[config.mk]
export PLATFORM = sky130hd
export DESIGN_NAME = vid_phase_capture
export DESIGN_NICKNAME = d
export VERILOG_FILES = /design/src/rtl/vpc_pkg.sv /design/src/rtl/vpc_sync.sv /design/src/rtl/vpc_edge_hist.sv /design/src/rtl/vpc_lane.sv /design/src/rtl/vid_phase_capture.sv
export SDC_FILE = /design/constraint.sdc
export NUM_CORES = 1
export LEC_CHECK = 0
export BUFFER_PORTS_ARGS = -buffer_cell sky130_fd_sc_hd__buf_2
export CORE_MARGIN = 2
export CORE_UTILIZATION = 60
export CTS_BUF_LIST = sky130_fd_sc_hd__clkbuf_8
export DETAILED_ROUTE_END_ITERATION = 6
export PLACE_DENSITY = 0.77
export SYNTH_ARGS = -nofsm -noshare
export SYNTH_HDL_FRONTEND = slang
export SYNTH_SLANG_ARGS = --single-unit
[constraint.sdc]
create_clock -name clk_fast -period 40.4 [get_ports clk_fast]
set_input_delay 8.08 -clock clk_fast [delete_from_list [all_inputs] [get_ports clk_fast]]
set_output_delay 8.08 -clock clk_fast [all_outputs]
set_load 0.1 [all_outputs]
[src/rtl/vpc_pkg.sv]
package vpc_pkg;

   // Position half a period away from a given edge position, wrapping.
   function automatic int unsigned far_phase(input int unsigned edge_pos,
                                             input int unsigned period);
      return (edge_pos + period / 2) % period;
   endfunction

endpackage

[src/rtl/vpc_sync.sv]
module vpc_sync #(
   parameter int unsigned W      = 1,
   parameter int unsigned STAGES = 2
) (
   input  logic         clk,
   input  logic         rst_n,
   input  logic [W-1:0] d,
   output logic [W-1:0] q,
   output logic [W-1:0] q_prev
);
   // STAGES synchronizer flops plus one more for change detection
   logic [W-1:0] stg_q [STAGES+1];

   always_ff @(posedge clk or negedge rst_n) begin
      if (!rst_n) begin
         for (int i = 0; i <= STAGES; i++) stg_q[i] <= '0;
      end else begin
         stg_q[0] <= d;
         for (int i = 1; i <= STAGES; i++) stg_q[i] <= stg_q[i-1];
      end
   end

   assign q      = stg_q[STAGES-1];
   assign q_prev = stg_q[STAGES];
endmodule

[src/rtl/vpc_edge_hist.sv]
module vpc_edge_hist import vpc_pkg::*; #(
   parameter int unsigned PERIOD      = 16,
   parameter int unsigned WIN_PERIODS = 32,
   localparam int unsigned PW = $clog2(PERIOD),
   localparam int unsigned CW = $clog2(WIN_PERIODS + 1),
   localparam int unsigned WW = (WIN_PERIODS > 1) ? $clog2(WIN_PERIODS) : 1
) (
   input  logic          clk,
   input  logic          rst_n,
   input  logic [PW-1:0] pos,
   input  logic          period_end,
   input  logic          edge_seen,
   output logic [PW-1:0] pick
);
   logic [CW-1:0] bin_q [PERIOD];
   logic [WW-1:0] win_q;
   logic          win_last;
   logic [CW-1:0] best_cnt;
   logic [PW-1:0] best_idx;
   logic [PW-1:0] pick_q;

   assign win_last = (win_q == WW'(WIN_PERIODS - 1));

   // busiest position; strict compare keeps the lowest on ties
   always_comb begin
      best_cnt = '0;
      best_idx = '0;
      for (int i = 0; i < PERIOD; i++) begin
         if (bin_q[i] > best_cnt) begin
            best_cnt = bin_q[i];
            best_idx = PW'(i);
         end
      end
   end

   always_ff @(posedge clk or negedge rst_n) begin
      if (!rst_n) begin
         for (int i = 0; i < PERIOD; i++) bin_q[i] <= '0;
         win_q  <= '0;
         pick_q <= PW'(PERIOD / 2);
      end else begin
         for (int i = 0; i < PERIOD; i++) begin
            if (period_end && win_last)
               bin_q[i] <= (edge_seen && pos == PW'(i)) ? CW'(1) : '0;
            else if (edge_seen && pos == PW'(i) && bin_q[i] != '1)
               bin_q[i] <= bin_q[i] + CW'(1);
         end
         if (period_end) begin
            win_q <= win_last ? '0 : win_q + WW'(1);
            if (win_last && best_cnt != '0)
               pick_q <= PW'(far_phase(32'(best_idx), PERIOD));
         end
      end
   end

   assign pick = pick_q;
endmodule

[src/rtl/vpc_lane.sv]
module vpc_lane #(
   parameter int unsigned W      = 1,
   parameter int unsigned PERIOD = 16,
   localparam int unsigned PW = $clog2(PERIOD)
) (
   input  logic          clk,
   input  logic          rst_n,
   input  logic [PW-1:0] pos,
   input  logic          period_end,
   input  logic [PW-1:0] sel_phase,
   input  logic [W-1:0]  d,
   output logic [PW-1:0] act_phase,
   output logic [W-1:0]  q
);
   logic [W-1:0]  hold_q;
   logic [W-1:0]  out_q;
   logic [PW-1:0] act_q;
   logic          hit;

   assign hit = (pos == act_q);

   always_ff @(posedge clk or negedge rst_n) begin
      if (!rst_n) begin
         hold_q <= '0;
         out_q  <= '0;
         act_q  <= '0;
      end else begin
         if (hit) hold_q <= d;
         if (period_end) begin
            out_q <= hit ? d : hold_q;
            act_q <= sel_phase;
         end
      end
   end

   assign act_phase = act_q;
   assign q         = out_q;
endmodule

[src/rtl/vid_phase_capture.sv]
module vid_phase_capture #(
   parameter int unsigned COLOR_W     = 4,
   parameter int unsigned PERIOD      = 16,
   parameter int unsigned SYNC_STAGES = 2,
   parameter int unsigned WIN_PERIODS = 32,
   parameter bit          HAS_AUTO    = 1'b1
) (
   input  logic                       clk_fast,
   input  logic                       rst_n,
   input  logic [3*COLOR_W-1:0]       pin_rgb,
   input  logic                       pin_hs,
   input  logic                       pin_vs,
   input  logic                       pin_de,
   input  logic                       auto_en,
   input  logic [$clog2(PERIOD)-1:0]  phase_sync_req,
   input  logic [$clog2(PERIOD)-1:0]  phase_rgb_req,
   output logic [3*COLOR_W-1:0]       cap_rgb,
   output logic                       cap_hs,
   output logic                       cap_vs,
   output logic                       cap_de,
   output logic                       cap_stb
);
   localparam int unsigned PW     = $clog2(PERIOD);
   localparam int unsigned RGB_W  = 3 * COLOR_W;
   localparam int unsigned CTRL_W = 3;

   if (PERIOD < 4 || (PERIOD & (PERIOD - 1)) != 0) begin : g_bad_period
      $error("PERIOD must be a power of two, at least 4");
   end
   if (SYNC_STAGES < 2) begin : g_bad_sync
      $error("SYNC_STAGES must be at least 2");
   end
   if (WIN_PERIODS < 1) begin : g_bad_win
      $error("WIN_PERIODS must be at least 1");
   end
   if (COLOR_W < 1) begin : g_bad_color
      $error("COLOR_W must be at least 1");
   end

   logic [PW-1:0]     pos_q;
   logic              period_end;
   logic              stb_q;
   logic [CTRL_W-1:0] s_ctrl, s_ctrl_prev;
   logic [RGB_W-1:0]  s_rgb, s_rgb_prev;
   logic [PW-1:0]     pick_ctrl, pick_rgb;
   logic [PW-1:0]     sel_ctrl, sel_rgb;
   logic [PW-1:0]     act_ctrl, act_rgb;
   logic [CTRL_W-1:0] q_ctrl;
   logic [RGB_W-1:0]  q_rgb;

   always_ff @(posedge clk_fast or negedge rst_n) begin
      if (!rst_n) begin
         pos_q <= '0;
         stb_q <= 1'b0;
      end else begin
         pos_q <= pos_q + PW'(1);
         stb_q <= period_end;
      end
   end

   assign period_end = (pos_q == PW'(PERIOD - 1));

   vpc_sync #(.W(CTRL_W), .STAGES(SYNC_STAGES)) u_sync_ctrl (
      .clk(clk_fast), .rst_n(rst_n), .d({pin_de, pin_vs, pin_hs}),
      .q(s_ctrl), .q_prev(s_ctrl_prev)
   );

   vpc_sync #(.W(RGB_W), .STAGES(SYNC_STAGES)) u_sync_rgb (
      .clk(clk_fast), .rst_n(rst_n), .d(pin_rgb),
      .q(s_rgb), .q_prev(s_rgb_prev)
   );

   if (HAS_AUTO) begin : g_auto
      vpc_edge_hist #(.PERIOD(PERIOD), .WIN_PERIODS(WIN_PERIODS)) u_hist_ctrl (
         .clk(clk_fast), .rst_n(rst_n), .pos(pos_q), .period_end(period_end),
         .edge_seen(|(s_ctrl ^ s_ctrl_prev)), .pick(pick_ctrl)
      );
      vpc_edge_hist #(.PERIOD(PERIOD), .WIN_PERIODS(WIN_PERIODS)) u_hist_rgb (
         .clk(clk_fast), .rst_n(rst_n), .pos(pos_q), .period_end(period_end),
         .edge_seen(|(s_rgb ^ s_rgb_prev)), .pick(pick_rgb)
      );
      assign sel_ctrl = auto_en ? pick_ctrl : phase_sync_req;
      assign sel_rgb  = auto_en ? pick_rgb  : phase_rgb_req;
   end else begin : g_fixed
      assign pick_ctrl = phase_sync_req;
      assign pick_rgb  = phase_rgb_req;
      assign sel_ctrl  = phase_sync_req;
      assign sel_rgb   = phase_rgb_req;
   end

   vpc_lane #(.W(CTRL_W), .PERIOD(PERIOD)) u_lane_ctrl (
      .clk(clk_fast), .rst_n(rst_n), .pos(pos_q), .period_end(period_end),
      .sel_phase(sel_ctrl), .d(s_ctrl), .act_phase(act_ctrl), .q(q_ctrl)
   );

   vpc_lane #(.W(RGB_W), .PERIOD(PERIOD)) u_lane_rgb (
      .clk(clk_fast), .rst_n(rst_n), .pos(pos_q), .period_end(period_end),
      .sel_phase(sel_rgb), .d(s_rgb), .act_phase(act_rgb), .q(q_rgb)
   );

   assign cap_rgb = q_rgb;
   assign cap_hs  = q_ctrl[0];
   assign cap_vs  = q_ctrl[1];
   assign cap_de  = q_ctrl[2];
   assign cap_stb = stb_q;
endmodule

=== Word level (Yosys, flattened, before mapping) ===
Index checks and enable logic that the tools add are counted.

* Register bits: 298
* Logic and storage cells: 443

* $add $sub $neg: 37
* $lt $le $gt $ge: 32
* Equality and inequality tests: 51
* Mux-type cells: 164
* Bitwise gates (word level): 2
* Reductions and logical operators: 107

{| class="wikitable"
|+ Operators by type and width
! cell !! count
|-
| $mux W6 || 96
|-
| $add A6 B1 Y6 const B || 32
|-
| $ne A6 B6 Y1 const B || 32
|-
| $gt A6 B6 Y1 || 30
|-
| $mux W4 || 18
|-
| $logic_and A1 B1 Y1 || 68
|-
| $reduce_bool A2 Y1 || 32
|-
| $mux W1 || 34
|-
| $eq A4 B4 Y1 const B || 8
|-
| $mux W3 || 9
|-
| $eq A4 B3 Y1 const B || 4
|-
| $gt A6 B1 Y1 const B || 2
|-
| $mux W12 || 1
|-
| $reduce_bool A6 Y1 || 2
|-
| $reduce_or A12 Y1 || 1
|-
| $xor A12 B12 Y12 || 1
|-
| $add A5 B1 Y5 const B || 2
|-
| $eq A5 B5 Y1 const B || 2
|-
| $mux W5 || 2
|-
| $add A4 B4 Y4 const B || 2
|-
| $eq A4 B2 Y1 const B || 2
|-
| $eq A4 B4 Y1 || 2
|-
| $mux W2 || 4
|-
| $add A4 B1 Y4 const B || 1
|-
| other kinds (5) || 6
|}

=== Depth between registers and ports, before layout ===
Gate-level depths: netlist of the first run.

* Word-level depth: 35
* Gate-level depth with buffers: 159

=== Modules after synthesis ===
From an unflattened synthesis of the first run, not the netlist that was laid out.

* Cells, all modules: 2,691
* Area total of the unflattened synthesis: 23,413.7 um^2

{| class="wikitable"
|+ Modules (own cells, without submodules)
! module !! instances !! cells an instance !! area an instance (um^2) !! sequential area each (um^2)
|-
| vpc_edge_hist at g_auto.u_hist_ctrl || 1 || 1,233 || 10,000.8 || 2,628.8
|-
| vpc_edge_hist at g_auto.u_hist_rgb || 1 || 1,184 || 9,778.1 || 2,628.8
|-
| vpc_lane at u_lane_rgb || 1 || 120 || 1,363.8 || 700.7
|-
| vpc_sync at u_sync_rgb || 1 || 60 || 1,081.0 || 900.9
|-
| vpc_lane at u_lane_ctrl || 1 || 39 || 494.2 || 250.2
|-
| vid_phase_capture || 1 || 40 || 425.4 || 125.1
|-
| vpc_sync at u_sync_ctrl || 1 || 15 || 270.3 || 225.2
|}

=== Worst setup path before layout of the first run ===
No wires, ideal clock.

* Kind: reg2reg
* Start: register g_auto.u_hist_rgb.bin_q[92] (netlist bit)
* End: register g_auto.u_hist_rgb.pick_q[1], in the netlist g_auto.u_hist_rgb.pick[1]
* Arrival time: 26,380 ps
* Path slack: 13,901 ps
* Stages on the path, launching flop included: 142
* Path buffers: 8
* Clock period less this slack: 26,499 ps
* Cells stage by stage: dfrtp_1 clkbuf_1 nor3_1 nand3_1 nand2_1 ha_1 nor2b_1 o21ai_2 a31oi_1 buf_2 a21oi_1 ha_1 nand2_1 nor2_1 mux2_2 a2111o_1 a2bb2oi_1 nand2_1 [106 not listed] and3_1 o21ai_0 inv_1 nand3_1 a22oi_1 nand2b_1 o31ai_4 buf_4 mux2_1 ha_1 a21o_1 a21oi_1 o21ai_0 o21a_1 nand2b_1 nand2b_1 o22a_1 o21a_1

* Longest elaborated chain between the ends: 35
* Elaborated cells between the ends (all ways): 51
* Classes of those cells: add/sub: 1; order compare: 16; mux: 31; reduce/logical: 3

{| class="wikitable"
|+ Ends and longest elaborated chain
! item !! RTL line !! RTL
|-
| start: declaration || vpc_edge_hist.sv:15 || <nowiki>logic [CW-1:0] bin_q [PERIOD];</nowiki>
|-
| start signal: indexed assignment || vpc_edge_hist.sv:44 || <nowiki>bin_q[i] <= (edge_seen && pos == PW'(i)) ? CW'(1) : '0;</nowiki>
|-
| start signal: indexed assignment || vpc_edge_hist.sv:46 || <nowiki>bin_q[i] <= bin_q[i] + CW'(1);</nowiki>
|-
| $gt A6 B1 Y1 || vpc_edge_hist.sv:29 || <nowiki>if (bin_q[i] > best_cnt) begin</nowiki>
|-
| $mux W6 (*) || vpc_edge_hist.sv:29 ||
|-
| parallel branches: the longest is 33 deep, another holds $gt A6 B6 Y1 || - ||
|-
| end signal: assignment || vpc_edge_hist.sv:40 || <nowiki>pick_q <= PW'(PERIOD / 2);</nowiki>
|-
| end signal: assignment || vpc_edge_hist.sv:51 || <nowiki>pick_q <= PW'(far_phase(32'(best_idx), PERIOD));</nowiki>
|-
| end: declaration || vpc_edge_hist.sv:20 || <nowiki>logic [PW-1:0] pick_q;</nowiki>
|}

Every way passes the cells marked *.
A chain may end at the register's enable or synchronous reset.

=== Worst setup path in the final report of the first run ===
* Start: register g_auto.u_hist_rgb.bin_q[90] (netlist bit)
* End: register g_auto.u_hist_rgb.pick_q[2], in the netlist g_auto.u_hist_rgb.pick[2]

Same word-level chain as after synthesis.

==> results of run 1 <==
logic make-up (layout without fill, tap and decap cells):
group / after synthesis / in the layout / share of synthesized area, %
AO/OA/AOI/OAI: 601 / 601 / 17.8
flip-flops: 298 / 298 / 33.1
multiplexers: 145 / 145 / 6.83
buffers and inverters: 273 / 319 / 4.65
adder cells (fa/ha/maj): 180 / 180 / 9.89
AND/OR/NAND/NOR: 989 / 989 / 21.1
XOR/XNOR: 169 / 169 / 6.57
routing by layer:
metal / wire length, um / vias to the layer above
li1: - / 9542
met4: 1880 / 4
met1: 24500 / 9465
met2: 25800 / 582
met5: 22 / -
met3: 2820 / 134
through the flow:
step                      utilization (%)  cells  instance area [um2]  worst slack [ps]
after CTS                            65.8   3169                24200             10330
final                                65.8   3169                24200              9930
after floorplan                         -   2655                22500             13900
after global routing                 65.8   3169                24200              7280
after detailed placement             62.5   3074                23000             10400
after global placement               62.5   3074                23000             11380
Yosys cell counts (all sizes together), types with 7 or more instances:
cell	number
maj3	10
a311o	8
or2	22
a311oi	8
dfrtp	296
a211o	7
nand3	88
or3	51
nand4	82
xor2	62
mux2i	82
clkbuf	82
or4	16
and4	9
a31oi	22
a21oi	143
a2111oi	10
and3	21
a21o	32
o31ai	19
nand2	296
nor4	18
xnor2	107
o211ai	14
a31o	16
inv	173
nor2b	22
nand2b	13
buf	16
nor2	273
a211oi	19
mux2	63
o21a	18
o21ai	181
ha	170
and2	27
o2111ai	11
nor3	30
flip-flops by register name, indices dropped and copies added, names as in the netlist, 4 cells and up:
register	cells
g_auto.u_hist_ctrl.bin_q	96
g_auto.u_hist_ctrl.pick	4
g_auto.u_hist_ctrl.win_q	5
g_auto.u_hist_rgb.bin_q	96
g_auto.u_hist_rgb.pick	4
g_auto.u_hist_rgb.win_q	5
pos_q	4
u_lane_ctrl.act_phase	4
u_lane_rgb.act_phase	4
u_lane_rgb.hold_q	12
u_lane_rgb.q	12
u_sync_rgb.q	12
u_sync_rgb.q_prev	12
u_sync_rgb.stg_q	12
worst max path at each step:
stage	cells after the start	start	end	slack, ps
after detailed placement	137	g_auto.u_hist_rgb.bin_q[90]$_DFFE_PN0P_	g_auto.u_hist_rgb.pick[2]$_DFFE_PN0P_	10400
after floorplan	141	g_auto.u_hist_rgb.bin_q[92]$_DFFE_PN0P_	g_auto.u_hist_rgb.pick[1]$_DFFE_PN0P_	13900
after global placement	139	g_auto.u_hist_rgb.bin_q[91]$_DFFE_PN0P_	g_auto.u_hist_rgb.pick[1]$_DFFE_PN0P_	11380
after global routing	134	g_auto.u_hist_rgb.bin_q[90]$_DFFE_PN0P_	g_auto.u_hist_rgb.pick[2]$_DFFE_PN0P_	7280
after CTS	137	g_auto.u_hist_rgb.bin_q[90]$_DFFE_PN0P_	g_auto.u_hist_rgb.pick[2]$_DFFE_PN0P_	10330
final	139	g_auto.u_hist_rgb.bin_q[90]$_DFFE_PN0P_	g_auto.u_hist_rgb.pick[2]$_DFFE_PN0P_	9930
area by class of cell:
type / instances / share of cell area (%)
multi-input cells: 2084 / 57.9
flip-flops and latches: 298 / 30.8
clock buffers: 64 / 3.64
inverters: 175 / 2.71
well taps: 468 / 2.42
clock inverters: 31 / 1.37
repair buffers: 49 / 1.14
==> impl_metrics.py, run 1 <==
metrics = {
    "floorplan": {
        "initial_utilization_pct": 61.2,
        "die_w_um": 198,
        "die_area_um2": 39100,
        "io_pins": 42,
        "rows": 70,
        "fp.coreArea_um2": 36800,
        "die_y_um": 198,
    },
    "timing": {
        "clock-skew-final_ps": 37.0,
        "period_needed_ps": 30470,
        "fin_hold_ws_ps": 347,
        "hold_viol_final": 0,
        "timing.setup.tns_ps": 0,
        "fmax_mhz": 32.8,
        "slew_headroom_pct": 29.5,
        "worstMarginPinSlew_ps": 1050,
        "period_share_pct": 75.4,
        "rsz0062_at_grt": "no",
        "report.final.slew_viol_count": 0,
        "setup_viol": 0,
    },
    "cts": {
        "clock_path_buffers": 3,
        "cts_resized": 0,
        "cts_max_level": 2,
        "clkTransAtPathRegs_ps": 60,
        "cts_tree": "yes",
        "clock_latency_ps": 660,
        "clock_sinks": 298,
        "cts_setup_buffers": 0,
        "numCtsBuffers": 51,
        "cts_root_buffer": "clkbuf_8",
        "cts_hold_buf": 0,
    },
    "worst_setup_path": {
        "slowest_delay_ps": 710,
        "critPathSlowestCell": "or4_1",
        "cp.buffers_inverters": 12,
        "r2r_cells": 139,
        "critPathCaptureType": "flop",
        "critPathTopFamily": "compound AO/OA/AOI/OAI gates",
        "crit_path_max_fanout": 11,
        "crit_required_ps": 40910,
        "path_class": "reg -> reg",
        "r2r-start": "g_auto.u_hist_rgb.bin_q[90]$_DFFE_PN0P_",
        "cp.arrival_ps": 30980,
        "r2r_setup_slack_ps": 9930,
        "critPathLaunchType": "flop",
        "cp_common_cell": "ha_1",
        "r2r-end": "g_auto.u_hist_rgb.pick[2]$_DFFE_PN0P_",
    },
    "logic_synthesis": {
        "yosysTopAreaCell": "dfrtp_1",
        "syn_area_um2": 22500,
        "syn_avg_cell_area_um2": 8.48,
        "synth_cells": 2655,
        "synth_area_leaders": "dfrtp_1 (33%), ha_1 (9.4%), nand2_1 (4.9%)",
        "yosys.area.top_type_share_pct": 32.9,
        "ys_warn_count": 0,
        "synth_edf_count": 0,
        "synthFlopType": "dfrtp_1",
        "ys_seq_elements": 298,
        "postSynthNetCount": 2851,
        "postSynth.asyncResetShare_pct": 100,
        "synth_cell_types": 103,
        "yosysSeqAreaShare_pct": 33.1,
    },
    "global_routing": {
        "grt_first_pass_wirelength_um": 91900,
        "use_met1_pct": 37.8,
        "busiest_layer": "met2",
        "use_met3_pct": 4.14,
        "grt_pass1_vias": 18848,
        "antenna_found_initial": 1,
        "grtUsageMet2_pct": 46.9,
        "gr-usage-all-layers_pct": 28.4,
        "overflow": 0,
        "grt_max_degree": 95,
    },
    "detailed_routing": {
        "postRouteAntennaNets": 0,
        "totalWireLength_um": 55000,
        "drtIter0Drc": 1291,
        "vias": 19727,
        "drcViolationCount": 0,
        "drt_first_pass_iters": 6,
        "post_drt_via_cell_ratio": 6.22,
        "post_drt_wl_per_cell_um": 17.4,
    },
    "final_layout": {
        "mostFrequentLayoutCells": "nand2_1 (296), dfrtp_1 (296), nor2_1 (271), inv_1 (186), ha_1 (170)",
        "seq_area_um2": 7460,
        "insertedDiodeCount": 0,
        "nets": 2855,
        "multi_input_area_um2": 14000,
        "fill_cells": 3003,
        "drive_above_1_share_pct": 9.48,
        "areaGrowthSynthToFinish_pct": 7.52,
    },
    "hold_path": {
        "worstHoldStart": "u_sync_rgb.stg_q[34]$_DFF_PN0_",
        "hold_path_end": "u_sync_rgb.q[10]$_DFF_PN0_",
        "hold_path_class": "reg -> reg",
        "hold_depth": 0,
    },
    "run_status": {
        "outcome": "completed",
    },
    "place": {
        "portBuffers": 41,
        "dp_hpwl_um": 39400,
        "gpl.final_weighted_congestion": 0.978,
    },
    "flow_run": {
        "cap_viol_max_count": 0,
    },
}
Power of run 1 is not shown: default switching activity piles up to over one toggle a cycle in this logic, so the estimate is an artifact.
==> run 2: changes to the inputs <==
==> constraint.sdc (replaced) <==
create_clock -name clk_fast -period 29 [get_ports clk_fast]
set_input_delay 5.8 -clock clk_fast [delete_from_list [all_inputs] [get_ports clk_fast]]
set_output_delay 5.8 -clock clk_fast [all_outputs]
set_load 0.1 [all_outputs]
==> run 2 against run 1 <==
Net effect: setup slack lost 8200 ps; cell area grew 1.7%; die area stayed put; highest routed layer unchanged; largest cell class unchanged; clock-buffer cell count did not move; clock skew shrank 1.4 ps; sequential share of layout area down 0.52 points; worst hold slack gained 1.0 ps.
==> impl_metrics.py, run 2 (synthesized netlist as in run 1, its figures left out) <==
metrics = {
    "run_status": {
        "outcome": "completed",
    },
    "final_layout": {
        "nets": 2889,
        "insertedDiodeCount": 0,
        "mostFrequentLayoutCells": "dfrtp_1 (296), nand2_1 (290), nor2_1 (269), inv_1 (182), ha_1 (170)",
        "fill_cells": 2882,
        "areaGrowthSynthToFinish_pct": 9.36,
        "fin_cells": 3201,
        "drive_above_1_share_pct": 12.0,
        "reg_top3": "g_auto.u_hist_ctrl.bin_q: 96 flops, g_auto.u_hist_rgb.bin_q: 96 flops",
        "layout_commonest_cell": "dfrtp_1",
    },
    "cts": {
        "clock_path_buffers": 3,
        "cts_root_buffer": "clkbuf_8",
        "cts_max_level": 2,
        "numCtsBuffers": 52,
        "clkTransAtPathRegs_ps": 70,
        "clock_latency_ps": 660,
        "cts_tree": "yes",
        "cts_hold_buf": 0,
        "clock_sinks": 298,
    },
    "detailed_routing": {
        "drtIter0Drc": 1372,
        "post_drt_via_cell_ratio": 6.19,
        "drcViolationCount": 0,
        "drt_first_pass_iters": 5,
        "totalWireLength_um": 54800,
        "vias": 19820,
        "post_drt_wl_per_cell_um": 17.1,
        "postRouteAntennaNets": 0,
    },
    "worst_setup_path": {
        "slowest_delay_ps": 590,
        "cp.buffers_inverters": 14,
        "cp.arrival_ps": 27840,
        "critPathLaunchType": "flop",
        "critPathSlowestCell": "or4_4",
        "r2r_cells": 143,
        "critPathTopFamily": "compound AO/OA/AOI/OAI gates",
        "crit_path_max_fanout": 11,
        "crit_required_ps": 29520,
        "r2r-start": "g_auto.u_hist_rgb.bin_q[91]$_DFFE_PN0P_",
        "r2r-end": "g_auto.u_hist_rgb.pick[2]$_DFFE_PN0P_",
        "cp_common_cell": "ha_1",
        "path_class": "reg -> reg",
        "r2r_setup_slack_ps": 1680,
        "cp_num_cells": 143,
        "critPathCaptureType": "flop",
    },
    "timing": {
        "hold_viol_final": 0,
        "fin_hold_ws_ps": 348,
        "period_needed_ps": 27320,
        "report.final.slew_viol_count": 0,
        "slew_headroom_pct": 33.3,
        "clock-skew-final_ps": 35.6,
        "period_share_pct": 94.2,
        "layout_setup_ws_ps": 1680,
        "fmax_mhz": 36.6,
        "timing.setup.tns_ps": 0,
        "worstMarginPinSlew_ps": 1000,
        "setup_viol": 0,
    },
    "place": {
        "preCtsSetupSlack_ps": -527,
        "gpl.final_weighted_congestion": 0.945,
        "dp_hpwl_um": 39000,
        "placed_cells": 3086,
        "portBuffers": 41,
    },
    "hold_path": {
        "worstHoldStart": "u_sync_rgb.stg_q[34]$_DFF_PN0_",
        "hold_path_end": "u_sync_rgb.q[10]$_DFF_PN0_",
        "hold_depth": 0,
        "hold_path_class": "reg -> reg",
    },
    "global_routing": {
        "grt_max_degree": 92,
        "gr-usage-all-layers_pct": 28.2,
        "antenna_found_initial": 1,
        "grt_pass1_vias": 18956,
        "grt_first_pass_wirelength_um": 91400,
        "overflow": 0,
    },
    "floorplan": {
        "initial_utilization_pct": 61.2,
        "die_area_um2": 39100,
        "rows": 70,
        "die_w_um": 198,
        "fp.coreArea_um2": 36800,
        "die_y_um": 198,
        "io_pins": 42,
    },
    "flow_run": {
        "cap_viol_max_count": 0,
    },
}
run 2: changes by cell type in the layout (fill, tap and decap cells not counted), sizes merged:
| cell | previous run | this run |
|---|---|---|
| buf | 49 | 82 |
| bufinv | 6 | 5 |
| clkinv | 8 | 10 |
| clkinvlp | 4 | 3 |
| inv | 188 | 187 |
run 2: layer usage:
layer | share of wire (%) | vias to the layer above | GRT usage [%]
met5 | 0.024 | - | 0
li1 | - | 9616 | -
met3 | 5.5 | 111 | 4.24
met4 | 2.4 | 2 | 8.74
met2 | 48 | 582 | 47.4
met1 | 45 | 9509 | 37.6
run 2: cell type report:
cell class                      instances  area, um2  area share [%]
Sequential cell                       298       7460            30.3
Multi-Input combinational cell       2084      14200            57.7
Timing Repair Buffer                   82        523            2.12
Clock inverter                         30        304            1.23
Clock buffer                           64        881            3.58
Inverter                              175        657            2.67
Tap cell                              468        586            2.38
run 2: worst max path at each step:
| stage | startpoint | to | slack [ps] |
|---|---|---|---|
| 2_1_floorplan | g_auto.u_hist_rgb.bin_q[92]$_DFFE_PN0P_ | g_auto.u_hist_rgb.pick[1]$_DFFE_PN0P_ | 2500 |
| 3_3_place_gp | g_auto.u_hist_rgb.bin_q[94]$_DFFE_PN0P_ | g_auto.u_hist_rgb.pick[1]$_DFFE_PN0P_ | 500 |
| 3_5_place_dp | g_auto.u_hist_rgb.bin_q[91]$_DFFE_PN0P_ | g_auto.u_hist_rgb.pick[2]$_DFFE_PN0P_ | -530 |
| 4_1_cts | g_auto.u_hist_rgb.bin_q[90]$_DFFE_PN0P_ | g_auto.u_hist_rgb.pick[2]$_DFFE_PN0P_ | 130 |
| 5_1_grt | g_auto.u_hist_rgb.bin_q[90]$_DFFE_PN0P_ | g_auto.u_hist_rgb.pick[2]$_DFFE_PN0P_ | -130 |
| 6_report | g_auto.u_hist_rgb.bin_q[91]$_DFFE_PN0P_ | g_auto.u_hist_rgb.pick[2]$_DFFE_PN0P_ | 1680 |
run 2: through the flow:
step | util, % | cell area, um2
after floorplan | - | 22500
final | 67.0 | 24600
after CTS | 66.1 | 24300
after global routing | 67.0 | 24600
after global placement | 62.8 | 23100
after detailed placement | 62.8 | 23100
run 2: timing repair:
action	4_1_cts	5_1_grt
pin swaps	2	11
gates cloned	0	0
buffers inserted	1	20
gates resized for setup	4	47
endpoints found under the setup margin	4	8
Power of run 2 is left out for the same reason.
